File: src/rtl/wdt_cmp_pkg.sv
package wdt_cmp_pkg;
  // word index = addr[3:2]; order is the software-visible map
  typedef enum logic [1:0] {
    REG_CMP = 2'd0,
    REG_ENA = 2'd1,
    REG_CNT = 2'd2,
    REG_CTL = 2'd3
  } reg_idx_e;

  localparam int unsigned FLD_W = 3;

  typedef struct packed {
    logic [FLD_W-1:0] pre;  // bits 5:3
    logic [FLD_W-1:0] src;  // bits 2:0
  } ctl_t;

  localparam int unsigned CTL_W = $bits(ctl_t);
endpackage

File: src/rtl/wdt_cmp_regs.sv
module wdt_cmp_regs
  import wdt_cmp_pkg::*;
#(
  parameter int unsigned DATA_W = 32,
  parameter int unsigned ADDR_W = 4,
  parameter int unsigned CNT_W  = 16
) (
  input  logic              clk_i,
  input  logic              rst_ni,
  input  logic              wr_en_i,
  input  logic [ADDR_W-1:0] addr_i,
  input  logic [DATA_W-1:0] wdata_i,
  input  logic [CNT_W-1:0]  cnt_i,
  output logic [DATA_W-1:0] rdata_o,
  output logic [CNT_W-1:0]  cmp_o,
  output logic              en_o,
  output ctl_t              ctl_o,
  output logic              cnt_wr_o,
  output logic              en_set_o,
  output logic              ctl_wr_o
);
  reg_idx_e idx;
  logic     unused_bits;

  assign idx         = reg_idx_e'(addr_i[3:2]);
  assign unused_bits = ^{addr_i[1:0], wdata_i[DATA_W-1:CNT_W]};

  assign cnt_wr_o = wr_en_i && (idx == REG_CNT);
  assign ctl_wr_o = wr_en_i && (idx == REG_CTL);
  assign en_set_o = wr_en_i && (idx == REG_ENA) && wdata_i[0];

  always_ff @(posedge clk_i or negedge rst_ni) begin
    if (!rst_ni) begin
      cmp_o <= '0;
      en_o  <= 1'b0;
      ctl_o <= '0;
    end else if (wr_en_i) begin
      unique case (idx)
        REG_CMP: cmp_o <= wdata_i[CNT_W-1:0];
        REG_ENA: en_o  <= wdata_i[0];
        REG_CTL: ctl_o <= ctl_t'(wdata_i[CTL_W-1:0]);
        default: ;
      endcase
    end
  end

  always_comb begin
    rdata_o = '0;
    unique case (idx)
      REG_CMP: rdata_o[CNT_W-1:0] = cmp_o;
      REG_ENA: rdata_o[0]         = en_o;
      REG_CNT: rdata_o[CNT_W-1:0] = cnt_i;
      REG_CTL: rdata_o[CTL_W-1:0] = ctl_o;
      default: ;
    endcase
  end
endmodule

File: src/rtl/wdt_cmp_tick.sv
module wdt_cmp_tick #(
  parameter int unsigned NUM_SRC = 3,
  parameter int unsigned MAX_PRE = 5,
  parameter int unsigned FLD_W   = 3
) (
  input  logic               clk_i,
  input  logic               rst_ni,
  input  logic [NUM_SRC-1:0] src_tick_i,
  input  logic [FLD_W-1:0]   src_sel_i,
  input  logic [FLD_W-1:0]   pre_sel_i,
  input  logic               run_i,
  input  logic               clear_i,
  output logic               tick_o
);
  localparam int unsigned PRE_W = 2 * MAX_PRE;

  logic             sel;
  logic [FLD_W-1:0] code_eff;
  logic [PRE_W-1:0] term;
  logic [PRE_W-1:0] pre_q;
  logic             fire;

  always_comb begin
    sel = 1'b0;
    for (int i = 0; i < NUM_SRC; i++) begin
      if (src_sel_i == FLD_W'(i + 1)) sel = src_tick_i[i];
    end
  end

  assign code_eff = (pre_sel_i > FLD_W'(MAX_PRE)) ? FLD_W'(MAX_PRE) : pre_sel_i;

  // terminal count 4^code - 1: two ones per code step
  always_comb begin
    term = '0;
    for (int c = 1; c <= MAX_PRE; c++) begin
      if (int'(code_eff) >= c) term[2*c-1 -: 2] = 2'b11;
    end
  end

  assign fire   = (pre_q == term);
  assign tick_o = sel && run_i && fire;

  always_ff @(posedge clk_i or negedge rst_ni) begin
    if (!rst_ni)            pre_q <= '0;
    else if (clear_i)       pre_q <= '0;
    else if (sel && run_i)  pre_q <= fire ? '0 : pre_q + 1'b1;
  end
endmodule

File: src/rtl/wdt_cmp_core.sv
module wdt_cmp_core #(
  parameter int unsigned CNT_W = 16
) (
  input  logic             clk_i,
  input  logic             rst_ni,
  input  logic             en_i,
  input  logic [CNT_W-1:0] cmp_i,
  input  logic             tick_i,
  input  logic             cnt_wr_i,
  input  logic [CNT_W-1:0] cnt_wdata_i,
  input  logic             en_set_i,
  output logic [CNT_W-1:0] cnt_o,
  output logic             run_o,
  output logic             rst_req_o
);
  logic halt_q;
  logic hit;

  assign run_o = en_i && !halt_q;
  assign hit   = run_o && (cnt_o == cmp_i);

  always_ff @(posedge clk_i or negedge rst_ni) begin
    if (!rst_ni) begin
      cnt_o     <= '0;
      halt_q    <= 1'b0;
      rst_req_o <= 1'b0;
    end else begin
      rst_req_o <= hit;
      if (cnt_wr_i) begin
        cnt_o  <= cnt_wdata_i;
        halt_q <= 1'b0;
      end else begin
        if (hit)                cnt_o <= cnt_o;
        else if (run_o && tick_i) cnt_o <= cnt_o + 1'b1;
        if (hit)                halt_q <= 1'b1;
        else if (en_set_i)      halt_q <= 1'b0;
      end
    end
  end
endmodule

File: src/rtl/wdt_cmp.sv
module wdt_cmp
  import wdt_cmp_pkg::*;
#(
  parameter int unsigned DATA_W  = 32,
  parameter int unsigned ADDR_W  = 4,
  parameter int unsigned CNT_W   = 16,
  parameter int unsigned NUM_SRC = 3,
  parameter int unsigned MAX_PRE = 5
) (
  input  logic               clk_i,
  input  logic               rst_ni,
  input  logic               wr_en_i,
  input  logic [ADDR_W-1:0]  addr_i,
  input  logic [DATA_W-1:0]  wdata_i,
  output logic [DATA_W-1:0]  rdata_o,
  input  logic [NUM_SRC-1:0] src_tick_i,
  output logic               rst_req_o
);
  logic [CNT_W-1:0] cmp_w;
  logic [CNT_W-1:0] cnt_w;
  logic             en_w;
  ctl_t             ctl_w;
  logic             cnt_wr_w;
  logic             en_set_w;
  logic             ctl_wr_w;
  logic             run_w;
  logic             tick_w;
  logic [FLD_W-1:0] ctl_src_w;

  assign ctl_src_w = ctl_w.src;

  wdt_cmp_regs #(.DATA_W(DATA_W), .ADDR_W(ADDR_W), .CNT_W(CNT_W)) u_regs (
    .clk_i    (clk_i),
    .rst_ni   (rst_ni),
    .wr_en_i  (wr_en_i),
    .addr_i   (addr_i),
    .wdata_i  (wdata_i),
    .cnt_i    (cnt_w),
    .rdata_o  (rdata_o),
    .cmp_o    (cmp_w),
    .en_o     (en_w),
    .ctl_o    (ctl_w),
    .cnt_wr_o (cnt_wr_w),
    .en_set_o (en_set_w),
    .ctl_wr_o (ctl_wr_w)
  );

  wdt_cmp_tick #(.NUM_SRC(NUM_SRC), .MAX_PRE(MAX_PRE), .FLD_W(FLD_W)) u_tick (
    .clk_i      (clk_i),
    .rst_ni     (rst_ni),
    .src_tick_i (src_tick_i),
    .src_sel_i  (ctl_w.src),
    .pre_sel_i  (ctl_w.pre),
    .run_i      (run_w),
    .clear_i    (cnt_wr_w || ctl_wr_w),
    .tick_o     (tick_w)
  );

  wdt_cmp_core #(.CNT_W(CNT_W)) u_core (
    .clk_i       (clk_i),
    .rst_ni      (rst_ni),
    .en_i        (en_w),
    .cmp_i       (cmp_w),
    .tick_i      (tick_w),
    .cnt_wr_i    (cnt_wr_w),
    .cnt_wdata_i (wdata_i[CNT_W-1:0]),
    .en_set_i    (en_set_w),
    .cnt_o       (cnt_w),
    .run_o       (run_w),
    .rst_req_o   (rst_req_o)
  );
endmodule

File: config.mk
export PLATFORM = sky130hd
export DESIGN_NAME = wdt_cmp
export DESIGN_NICKNAME = d
export VERILOG_FILES = /design/src/rtl/wdt_cmp_pkg.sv /design/src/rtl/wdt_cmp_regs.sv /design/src/rtl/wdt_cmp_tick.sv /design/src/rtl/wdt_cmp_core.sv /design/src/rtl/wdt_cmp.sv
export SDC_FILE = /design/constraint.sdc
export NUM_CORES = 1
export LEC_CHECK = 0
export BUFFER_PORTS_ARGS = -buffer_cell sky130_fd_sc_hd__buf_4
export CELL_PAD_IN_SITES_DETAIL_PLACEMENT = 2
export CELL_PAD_IN_SITES_GLOBAL_PLACEMENT = 2
export CORE_MARGIN = 5
export CORE_UTILIZATION = 36
export DETAILED_ROUTE_END_ITERATION = 8
export HOLD_SLACK_MARGIN = 0.02
export PLACE_DENSITY = 0.95
export SLEW_MARGIN = 5
export SYNTH_ARGS = -nofsm -noshare
export SYNTH_HDL_FRONTEND = slang
export SYNTH_SLANG_ARGS = --single-unit
File: constraint.sdc
create_clock -name clk_i -period 5.1 [get_ports clk_i]
set_input_delay 0.255 -clock clk_i [delete_from_list [all_inputs] [get_ports clk_i]]
set_output_delay 0.255 -clock clk_i [all_outputs]
set_load 0.01 [all_outputs]
==> qor.tcl, run 1 <==
set qor(netlist-cell-type-count) 48
set qor(crit_path_start_kind) {register}
set qor(status) {completed}
set qor(maximum_frequency_from_static_timing_analysis_ghz) 0.346
set qor(antenna-diode-count) 0
set qor(layout-drive-gt1-share_pct) 22.2
set qor(tightestPinTransition_ns) 1.05
set qor(floorplan.rows) 35
set qor(crit_path_cell_trace) {mux2i_1 -> a2111oi_4 -> nand2_2 -> a21oi_2 -> or4b_1 -> a31oi_1}
set qor(worst-endpoint-required_ns) 5.33
set qor(critPathCaptureType) {register}
set qor(number_of_synthesized_flops_with_an_enable_pin) 0
set qor(finalClockSkew_ns) 0.00958
set qor(comb_power_share_pct) 30.2
set qor(avgSynthCellArea_sq_um) 9.41
set qor(synthCells) 351
set qor(post_cts_resize_count) 0
set qor(p_per_cell_area_nw_per_um2) 312
set qor(max-slew-margin-rel_pct) 30.2
set qor(utilization_pct) 40.4
set qor(drv_cap) 0
set qor(final-max-slew-violation-count) 0
set qor(hold_class) {in2reg}
set qor(grt_usage_pct) 19.4
set qor(irDropWorstVdd_mv) 0.135
set qor(ys_ff_latch) 51
set qor(synthesis.area_sq_um) 3300
set qor(grt_max_degree) 52
set qor(post-route-drc-count) 0
set qor(internal_power_w) 0.000721
set qor(startpoint) {u_regs.ctl_o[1]}
set qor(cts_setup_buffers) 0
set qor(power.switching_w) 0.000429
set qor(height_of_the_die_um) 106
set qor(postSynth.asyncResetShare_pct) 100
set qor(drt-pass1-iter-count) 4
set qor(finalCriticalPeriod_ns) 2.89
set qor(reg2reg_from) {u_regs.ctl_o[1]}
set qor(critPathMaxStageDelay_ns) 0.97
set qor(detail-route-antenna-nets) 0
set qor(synth-seq-area-share_pct) 38.7
set qor(synth-warning-count) 0
set qor(cp_class) {reg2reg}
set qor(r2r_cells) 6
set qor(pin_count) 75
set qor(cp.arrival_ns) 3.12
set qor(die_width_um) 106
set qor(grt_pass1_vias) 3263
set qor(floorplan.initialDensity_pct) 36.3
set qor(fin_tns_setup_ns) 0
set qor(area.growth.synth_to_final_pct) 11.5
set qor(htreeDepth) 2
set qor(global_route.overflow_total) 0
set qor(detailroute.via_count) 2892
set qor(route.detailed.wl_per_inst_um) 21.6
set qor(nNetsFinal) 422
set qor(grt_pass1_wl_mm) 17.5
set qor(worst_hold_startpoint) {wr_en_i}
set qor(tritoncts) {done}
set qor(pwr-share-clk_pct) 21.2
set qor(die_area_sq_um) 11200
set qor(critical_path.max_fanout) 15
set qor(drt_iter0_drc) 81
set qor(tritoncts.num_buffers) 5
set qor(detail_route.wirelength_mm) 10.6
set qor(core_area_sq_um) 9110
set qor(setup_violations) 0
set qor(most_used_dff_post_synth) {dfrtp_1}
set qor(drt-vias-per-instance) 5.90
set qor(timing.final.hold_violations) 0
set qor(detailed_place_hpwl_mm) 7.48
set qor(worst_hold_path.num_cells) 2
set qor(cts-root-to-sink-buffers) 2
set qor(io_buffer_count) 40
set qor(share_seq_of_total_power_pct) 48.6
set qor(grt_setup_unrepaired) {no}
set qor(p_leak_nw) 1.48
set qor(gpl.final_weighted_congestion) 0.774
set qor(clkTransAtPathRegs_ns) 0.10
set qor(grt_antenna_before_repair) 0
set qor(power_switching_share_pct) 37.3
set qor(insertion_delay_ns) 0.31
set qor(clk_root_buffer_cell) {clkbuf_8}
set qor(critical-path-slowest-cell) {a2111oi_4}
set qor(clock_sink_count) 51
set qor(final.period_utilization_pct) 56.7
==> power groups by stage <==
stage / combinational, W / clock (W) / sequential, W
floorplan: 0.000248 / 0 / 0.000530
global placement: 0.000318 / 0 / 0.000552
detailed placement: 0.000345 / 0 / 0.000563
CTS: 0.000350 / 0.000245 / 0.000558
global route: 0.000379 / 0.000267 / 0.000570
finish: 0.000348 / 0.000244 / 0.000559
==> timing repair <==
item,CTS,global route
hold buffers,1,0
endpoints found under the setup margin,0,0
endpoints found under the hold margin,44,0
==> synthesized netlist by cell type (2+ instances only) <==
library cell	instances	share of area [%]
or4b_1	2	0.61
buf_2	5	0.76
nand2_1	17	1.9
xnor2_1	15	4.0
mux2_2	22	7.5
or2_2	2	0.38
o211ai_1	2	0.45
and3_1	7	1.3
inv_1	14	1.6
or4_1	10	2.3
nand4_1	13	2.5
buf_1	2	0.23
o41ai_1	2	0.53
nand2_2	2	0.38
clkbuf_1	11	1.3
a31oi_1	23	4.4
and2_1	4	0.76
nand2b_1	4	0.76
nor2_1	33	3.8
o31ai_1	13	3.0
buf_4	18	4.1
nand3b_1	2	0.45
o21ai_0	10	1.5
dfrtp_1	51	39
nand3_1	18	2.7
mux2i_1	16	4.9
ha_1	2	0.76
o2111ai_1	2	0.53
a21oi_1	4	0.61
o22ai_1	7	1.3
==> registers in the layout, indices dropped and copies added (netlist names) <==
signal	flops
u_regs.ctl_o	6
u_core.rst_req_o	1
u_core.cnt_o	16
u_tick.pre_q	10
u_regs.cmp_o	16
u_regs.en_o	1
u_core.halt_q	1
==> metrics by stage <==
stage / cells / worst slack, ns / hold WS, ns / area, sq um / total power, W
after floorplan: 366 / 3.10 / -0.0406 / 3360 / 0.000777
after global placement: 481 / 2.46 / 0.334 / 3590 / 0.000870
after detailed placement: 481 / 2.33 / 0.352 / 3590 / 0.000908
after CTS: 490 / 2.26 / 0.151 / 3680 / 0.00115
after global routing: 490 / 2.07 / 0.139 / 3680 / 0.00122
final: 490 / 2.21 / 0.155 / 3680 / 0.00115
==> cells by family (layout without fill, tap and decap cells) <==
kind of cell             after synthesis  after routing  share of synthesized area [%]
AND/OR/NAND/NOR                      120            120                           19.6
AO/OA/AOI/OAI                         71             71                           15.3
flip-flops                            51             51                           38.7
buffers and inverters                 51             64                           8.26
multiplexers                          39             39                           13.0
XOR/XNOR                              16             16                           4.24
adder cells (fa/ha/maj)                2              2                          0.758
other                                  1             16                          0.114
==> layout by cell type, fill, tap and decap left out, types with 2 or more instances in the layout <==
cell	count
a21oi_1	4
a31oi_1	23
and2_1	4
and3_1	7
buf_4	41
clkbuf_1	2
clkbuf_8	5
conb_1	16
dfrtp_1	51
ha_1	2
inv_1	14
mux2_2	22
mux2i_1	16
nand2_1	17
nand2_2	2
nand2b_1	4
nand3_1	18
nand3b_1	2
nand4_1	13
nor2_1	33
o2111ai_1	2
o211ai_1	2
o21ai_0	10
o22ai_1	7
o31ai_1	13
o41ai_1	2
or2_2	2
or4_1	10
or4b_1	2
xnor2_1	15
==> worst max-delay path: cells and delay by family (launching register included) <==
kind             cells  cell delay [ns]
flip-flops           1             0.43
AO/OA/AOI/OAI        3             1.49
AND/OR/NAND/NOR      2             0.71
multiplexers         1             0.17
==> layer usage <==
layer / routed length, um / track usage (%) / vias to the layer above / part of all wire [%]
met5: 0 / 0 / - / 0
met4: 218 / 5.64 / 0 / 2.1
met3: 331 / 3.49 / 19 / 3.1
met2: 5440 / 33.7 / 63 / 51
met1: 4600 / 24.6 / 1489 / 43
li1: - / - / 1321 / -
==> worst paths after layout <==
check,to,slack (ns)
worst max-delay path,u_core.cnt_o[9],2.21
worst min-delay path,u_core.halt_q,0.15
worst max register to register,u_core.cnt_o[9],2.21
worst min register to register,u_regs.en_o,0.52
max in group asynchronous,u_core.cnt_o[12],4.10
min in group asynchronous,u_regs.cmp_o[8],0.51
==> cell type report <==
cell class | count | area [sq um]
inverter | 14 | 52.6
clock buffer | 7 | 76.3
clock inverter | 1 | 5.00
fill | 1006 | 5430
sequential | 51 | 1280
multi-input combinational | 264 | 1810
tap | 111 | 139
timing repair buffer | 42 | 318
Power figures use the tool's default switching activity.
==> run 2: changes to the inputs <==
--- a/config.mk
+++ b/config.mk
@@ -5,14 +5,15 @@
 export SDC_FILE = /design/constraint.sdc
 export NUM_CORES = 1
 export LEC_CHECK = 0
+export ABC_AREA = 1
 export BUFFER_PORTS_ARGS = -buffer_cell sky130_fd_sc_hd__buf_4
 export CELL_PAD_IN_SITES_DETAIL_PLACEMENT = 2
 export CELL_PAD_IN_SITES_GLOBAL_PLACEMENT = 2
 export CORE_MARGIN = 5
-export CORE_UTILIZATION = 36
+export CORE_UTILIZATION = 30
 export DETAILED_ROUTE_END_ITERATION = 8
 export HOLD_SLACK_MARGIN = 0.02
-export PLACE_DENSITY = 0.95
+export PLACE_DENSITY = 0.92
 export SLEW_MARGIN = 5
 export SYNTH_ARGS = -nofsm -noshare
 export SYNTH_HDL_FRONTEND = slang
==> constraint.sdc (replaced) <==
create_clock -name clk_i -period 2.7 [get_ports clk_i]
set_input_delay 0.135 -clock clk_i [delete_from_list [all_inputs] [get_ports clk_i]]
set_output_delay 0.135 -clock clk_i [all_outputs]
set_load 0.01 [all_outputs]
==> run 2 against run 1 <==
Clock power rose to 2.6 times the previous value. Critical path type unchanged. Utilization fell by 5.8 points. Highest routed layer unchanged. Combinational power rose to 3.4 times the previous value.
==> qor.tcl, run 2 <==
set qor(synthDominantAreaCellType) {dfrtp_1} ;# unchanged
set qor(layout-drive-gt1-share_pct) 16.4 ;# was 22.2%
set qor(synth-adder-area-share_pct) 0.662 ;# was 0.758%
set qor(avgSynthCellArea_sq_um) 6.86 ;# was 9.41 sq um
set qor(htreeDepth) 2 ;# unchanged
set qor(detail_route.wirelength_mm) 14.6 ;# was 10.6 mm
set qor(synth-warning-count) 0 ;# unchanged
set qor(dominant_combinational_cell_family_by_area_after_synthesis) {simple AND/OR/NAND/NOR gates} ;# unchanged
set qor(reg2reg_from) {u_core.cnt_o[0]} ;# was u_regs.ctl_o[1]
set qor(synthXorXnorAreaFrac_pct) 2.09 ;# was 4.24%
set qor(grt_antenna_before_repair) 0 ;# unchanged
set qor(dpl.cell_count) 752 ;# was 481
set qor(synth_commonest_cells) {nand2_1, inv_1, dfrtp_1} ;# was dfrtp_1, nor2_1, a31oi_1
set qor(grt_usage_pct) 20.2 ;# was 19.4%
set qor(postSynth.asyncResetShare_pct) 100 ;# unchanged
set qor(comb_power_share_pct) 39.8 ;# was 30.2%
set qor(cp_class) {reg2reg} ;# unchanged
set qor(cp.arrival_ns) 2.28 ;# was 3.12 ns
set qor(height_of_the_die_um) 122 ;# was 106 um
set qor(number_of_synthesized_flops_with_an_enable_pin) 0 ;# unchanged
set qor(hold_class) {in2reg} ;# unchanged
set qor(finalClockSkew_ns) 0.00396 ;# was 0.00958 ns
set qor(irDropWorstVdd_mv) 0.245 ;# was 0.135 mV
set qor(synth_compound_area_share_pct) 11.5 ;# was 15.3%
set qor(route.detailed.wl_per_inst_um) 19.3 ;# was 21.6 um
set qor(p_leak_nw) 2.15 ;# was 1.48 nW
set qor(drv_cap) 0 ;# unchanged
set qor(grt_setup_unrepaired) {no} ;# unchanged
set qor(timing.final.hold_violations) 0 ;# unchanged
set qor(synth_largest_type_area_fraction_pct) 33.8 ;# was 38.7%
set qor(fin_tns_setup_ns) 0 ;# unchanged
set qor(maximum_frequency_from_static_timing_analysis_ghz) 0.491 ;# was 0.346 GHz
set qor(fin_worst_hold_slack_ns) 0.0906 ;# was 0.155 ns
set qor(floorplan.rows) 41 ;# was 35
set qor(status) {completed} ;# unchanged
set qor(post-route-drc-count) 0 ;# unchanged
set qor(crit_path_start_kind) {register} ;# unchanged
set qor(fillerInstances) 1523 ;# was 1006
set qor(netlist-cell-type-count) 40 ;# was 48
set qor(insertion_delay_ns) 0.30 ;# was 0.31 ns
set qor(synth_most_common_cell) {nand2_1} ;# was dfrtp_1
set qor(layout_commonest_cell) {nand2_1} ;# was dfrtp_1
set qor(ys_ff_latch) 51 ;# unchanged
set qor(clock_sink_count) 51 ;# unchanged
set qor(multiplexer_fraction_of_the_synthesized_cell_area_pct) 0.298 ;# was 13.0%
set qor(grt_max_degree) 52 ;# unchanged
set qor(die_width_um) 122 ;# was 106 um
set qor(p_per_cell_area_nw_per_um2) 681 ;# was 312 nW/um^2
set qor(cts-root-to-sink-buffers) 2 ;# unchanged
set qor(synthCells) 551 ;# was 351
set qor(grt_pass1_vias) 4308 ;# was 3263
set qor(nNetsFinal) 632 ;# was 422
set qor(final-max-slew-violation-count) 0 ;# unchanged
set qor(global_route.overflow_total) 0 ;# unchanged
set qor(pin_count) 75 ;# unchanged
set qor(critical_path.max_fanout) 7 ;# was 15
set qor(clkTransAtPathRegs_ns) 0.07 ;# was 0.10 ns
set qor(layout.cells.most_common_list) {nand2_1, inv_1, dfrtp_1} ;# was dfrtp_1, buf_4, nor2_1
set qor(worst_hold_startpoint) {wdata_i[11]} ;# was wr_en_i
set qor(post_cts_resize_count) 0 ;# unchanged
set qor(final.period_utilization_pct) 75.5 ;# was 56.7%
set qor(regToRegSetupSlack_ns) 0.66 ;# was 2.21 ns
set qor(drt_iter0_drc) 165 ;# was 81
set qor(most_used_dff_post_synth) {dfrtp_1} ;# unchanged
set qor(synth-simple-area-share_pct) 38.7 ;# was 19.6%
set qor(pwr-share-clk_pct) 21.7 ;# was 21.2%
set qor(tritoncts.num_buffers) 5 ;# unchanged
set qor(core_area_sq_um) 12500 ;# was 9110 sq um
set qor(die_area_sq_um) 14900 ;# was 11200 sq um
set qor(tritoncts) {done} ;# unchanged
set qor(area.growth.synth_to_final_pct) 14.0 ;# was 11.5%
set qor(setup_violations) 0 ;# unchanged
set qor(power.switching_w) 0.00130 ;# was 0.000429 W
set qor(max-slew-margin-rel_pct) 51.3 ;# was 30.2%
set qor(internal_power_w) 0.00164 ;# was 0.000721 W
set qor(detailed_place_hpwl_mm) 10.6 ;# was 7.48 mm
set qor(worst-endpoint-required_ns) 2.94 ;# was 5.33 ns
set qor(layout.cells.non_filler) 759 ;# was 490
set qor(clk_root_buffer_cell) {clkbuf_16} ;# was clkbuf_8
set qor(drt-pass1-iter-count) 4 ;# unchanged
set qor(grt_pass1_wl_mm) 23.2 ;# was 17.5 mm
set qor(detailroute.via_count) 3885 ;# was 2892
set qor(utilization_pct) 34.6 ;# was 40.4%
set qor(startpoint) {u_core.cnt_o[0]} ;# was u_regs.ctl_o[1]
set qor(design_power_total_w) 0.00294 ;# was 0.00115 W
set qor(drt-vias-per-instance) 5.12 ;# was 5.90
set qor(gpl.final_weighted_congestion) 0.832 ;# was 0.774
set qor(synthesis.area_sq_um) 3780 ;# was 3300 sq um
set qor(tightestPinTransition_ns) 0.730 ;# was 1.05 ns
set qor(reg.largest.list) {u_core.cnt_o: 16 flops, u_regs.cmp_o: 16 flops, u_tick.pre_q: 10 flops} ;# unchanged
set qor(power_switching_share_pct) 44.2 ;# was 37.3%
set qor(share_seq_of_total_power_pct) 38.5 ;# was 48.6%
set qor(finalCriticalPeriod_ns) 2.04 ;# was 2.89 ns
set qor(floorplan.initialDensity_pct) 30.3 ;# was 36.3%
set qor(critPathCaptureType) {register} ;# unchanged
set qor(detail-route-antenna-nets) 0 ;# unchanged
set qor(synth_top_cells_by_area) {dfrtp_1, nand2_1, o21ai_0} ;# was dfrtp_1, mux2_2, mux2i_1
set qor(io_buffer_count) 40 ;# unchanged
set qor(antenna-diode-count) 0 ;# unchanged
set qor(synth-seq-area-share_pct) 33.8 ;# was 38.7%
==> run 2: worst paths after layout <==
| check | endpoint | cells after the start |
|---|---|---|
| min in group asynchronous | u_regs.ctl_o[4] | 2 |
| max | u_core.cnt_o[10] | 11 |
| min reg2reg | u_regs.ctl_o[1] | 2 |
| max in group asynchronous | u_core.rst_req_o | 2 |
| min | u_regs.cmp_o[11] | 3 |
| max reg2reg | u_core.cnt_o[10] | 11 |
==> run 2: stage by stage <==
step	setup WS, ns	area (sq um)
3_3_place_gp	0.761	4170
5_1_grt	0.434	4310
4_1_cts	0.633	4310
2_1_floorplan	1.19	3830
3_5_place_dp	0.656	4170
6_report	0.663	4310
==> run 2: repair_timing <==
action | 4_1_cts | 5_1_grt
setup endpoints to repair | 0 | 0
setup buffers | 0 | 0
hold endpoints to repair | 51 | 0
hold buffers | 1 | 0
==> run 2: logic make-up (layout without fill, tap and decap cells) <==
kind of cell	count (synthesis)	in the layout
XOR/XNOR	9	9
AND/OR/NAND/NOR	304	304
flip-flops	51	51
other	1	16
multiplexers	1	1
adder cells (fa/ha/maj)	2	2
buffers and inverters	103	124
AO/OA/AOI/OAI	80	80
==> run 2: power by group through the flow <==
stage | combinational (W) | clock [W] | sequential [W]
after detailed placement | 0.00113 | 0 | 0.00114
after global placement | 0.00105 | 0 | 0.00112
after floorplan | 0.000791 | 0 | 0.00107
after CTS | 0.00117 | 0.000648 | 0.00113
final | 0.00117 | 0.000637 | 0.00113
after global routing | 0.00130 | 0.000669 | 0.00115
==> run 2: area by class of cell <==
cell class,count,area [sq um],area share (%)
clock buffer,6,129,2.99
sequential,51,1280,29.6
multi-input combinational,412,2070,48.1
inverter,75,292,6.77
tap,172,215,4.99
timing repair buffer,43,325,7.55
==> run 2: critical path: stages, from the launching register on <==
cell     delay, ns
dfrtp_1       0.49
ha_1          0.26
nand2_1       0.09
nor2_1        0.23
nand3_1       0.24
inv_1         0.18
nand2_1       0.06
nand2_1       0.07
nand3_1       0.07
o21ai_0       0.12
nand3_2       0.09
nand2_1       0.08
==> run 2: routing by layer <==
metal	vias to the layer above	share of wire, %	GRT usage [%]
li1	1827	-	-
met1	1953	44	25.4
met2	85	50	35.6
met3	20	2.8	1.98
met4	0	2.5	8.33
met5	-	0	0
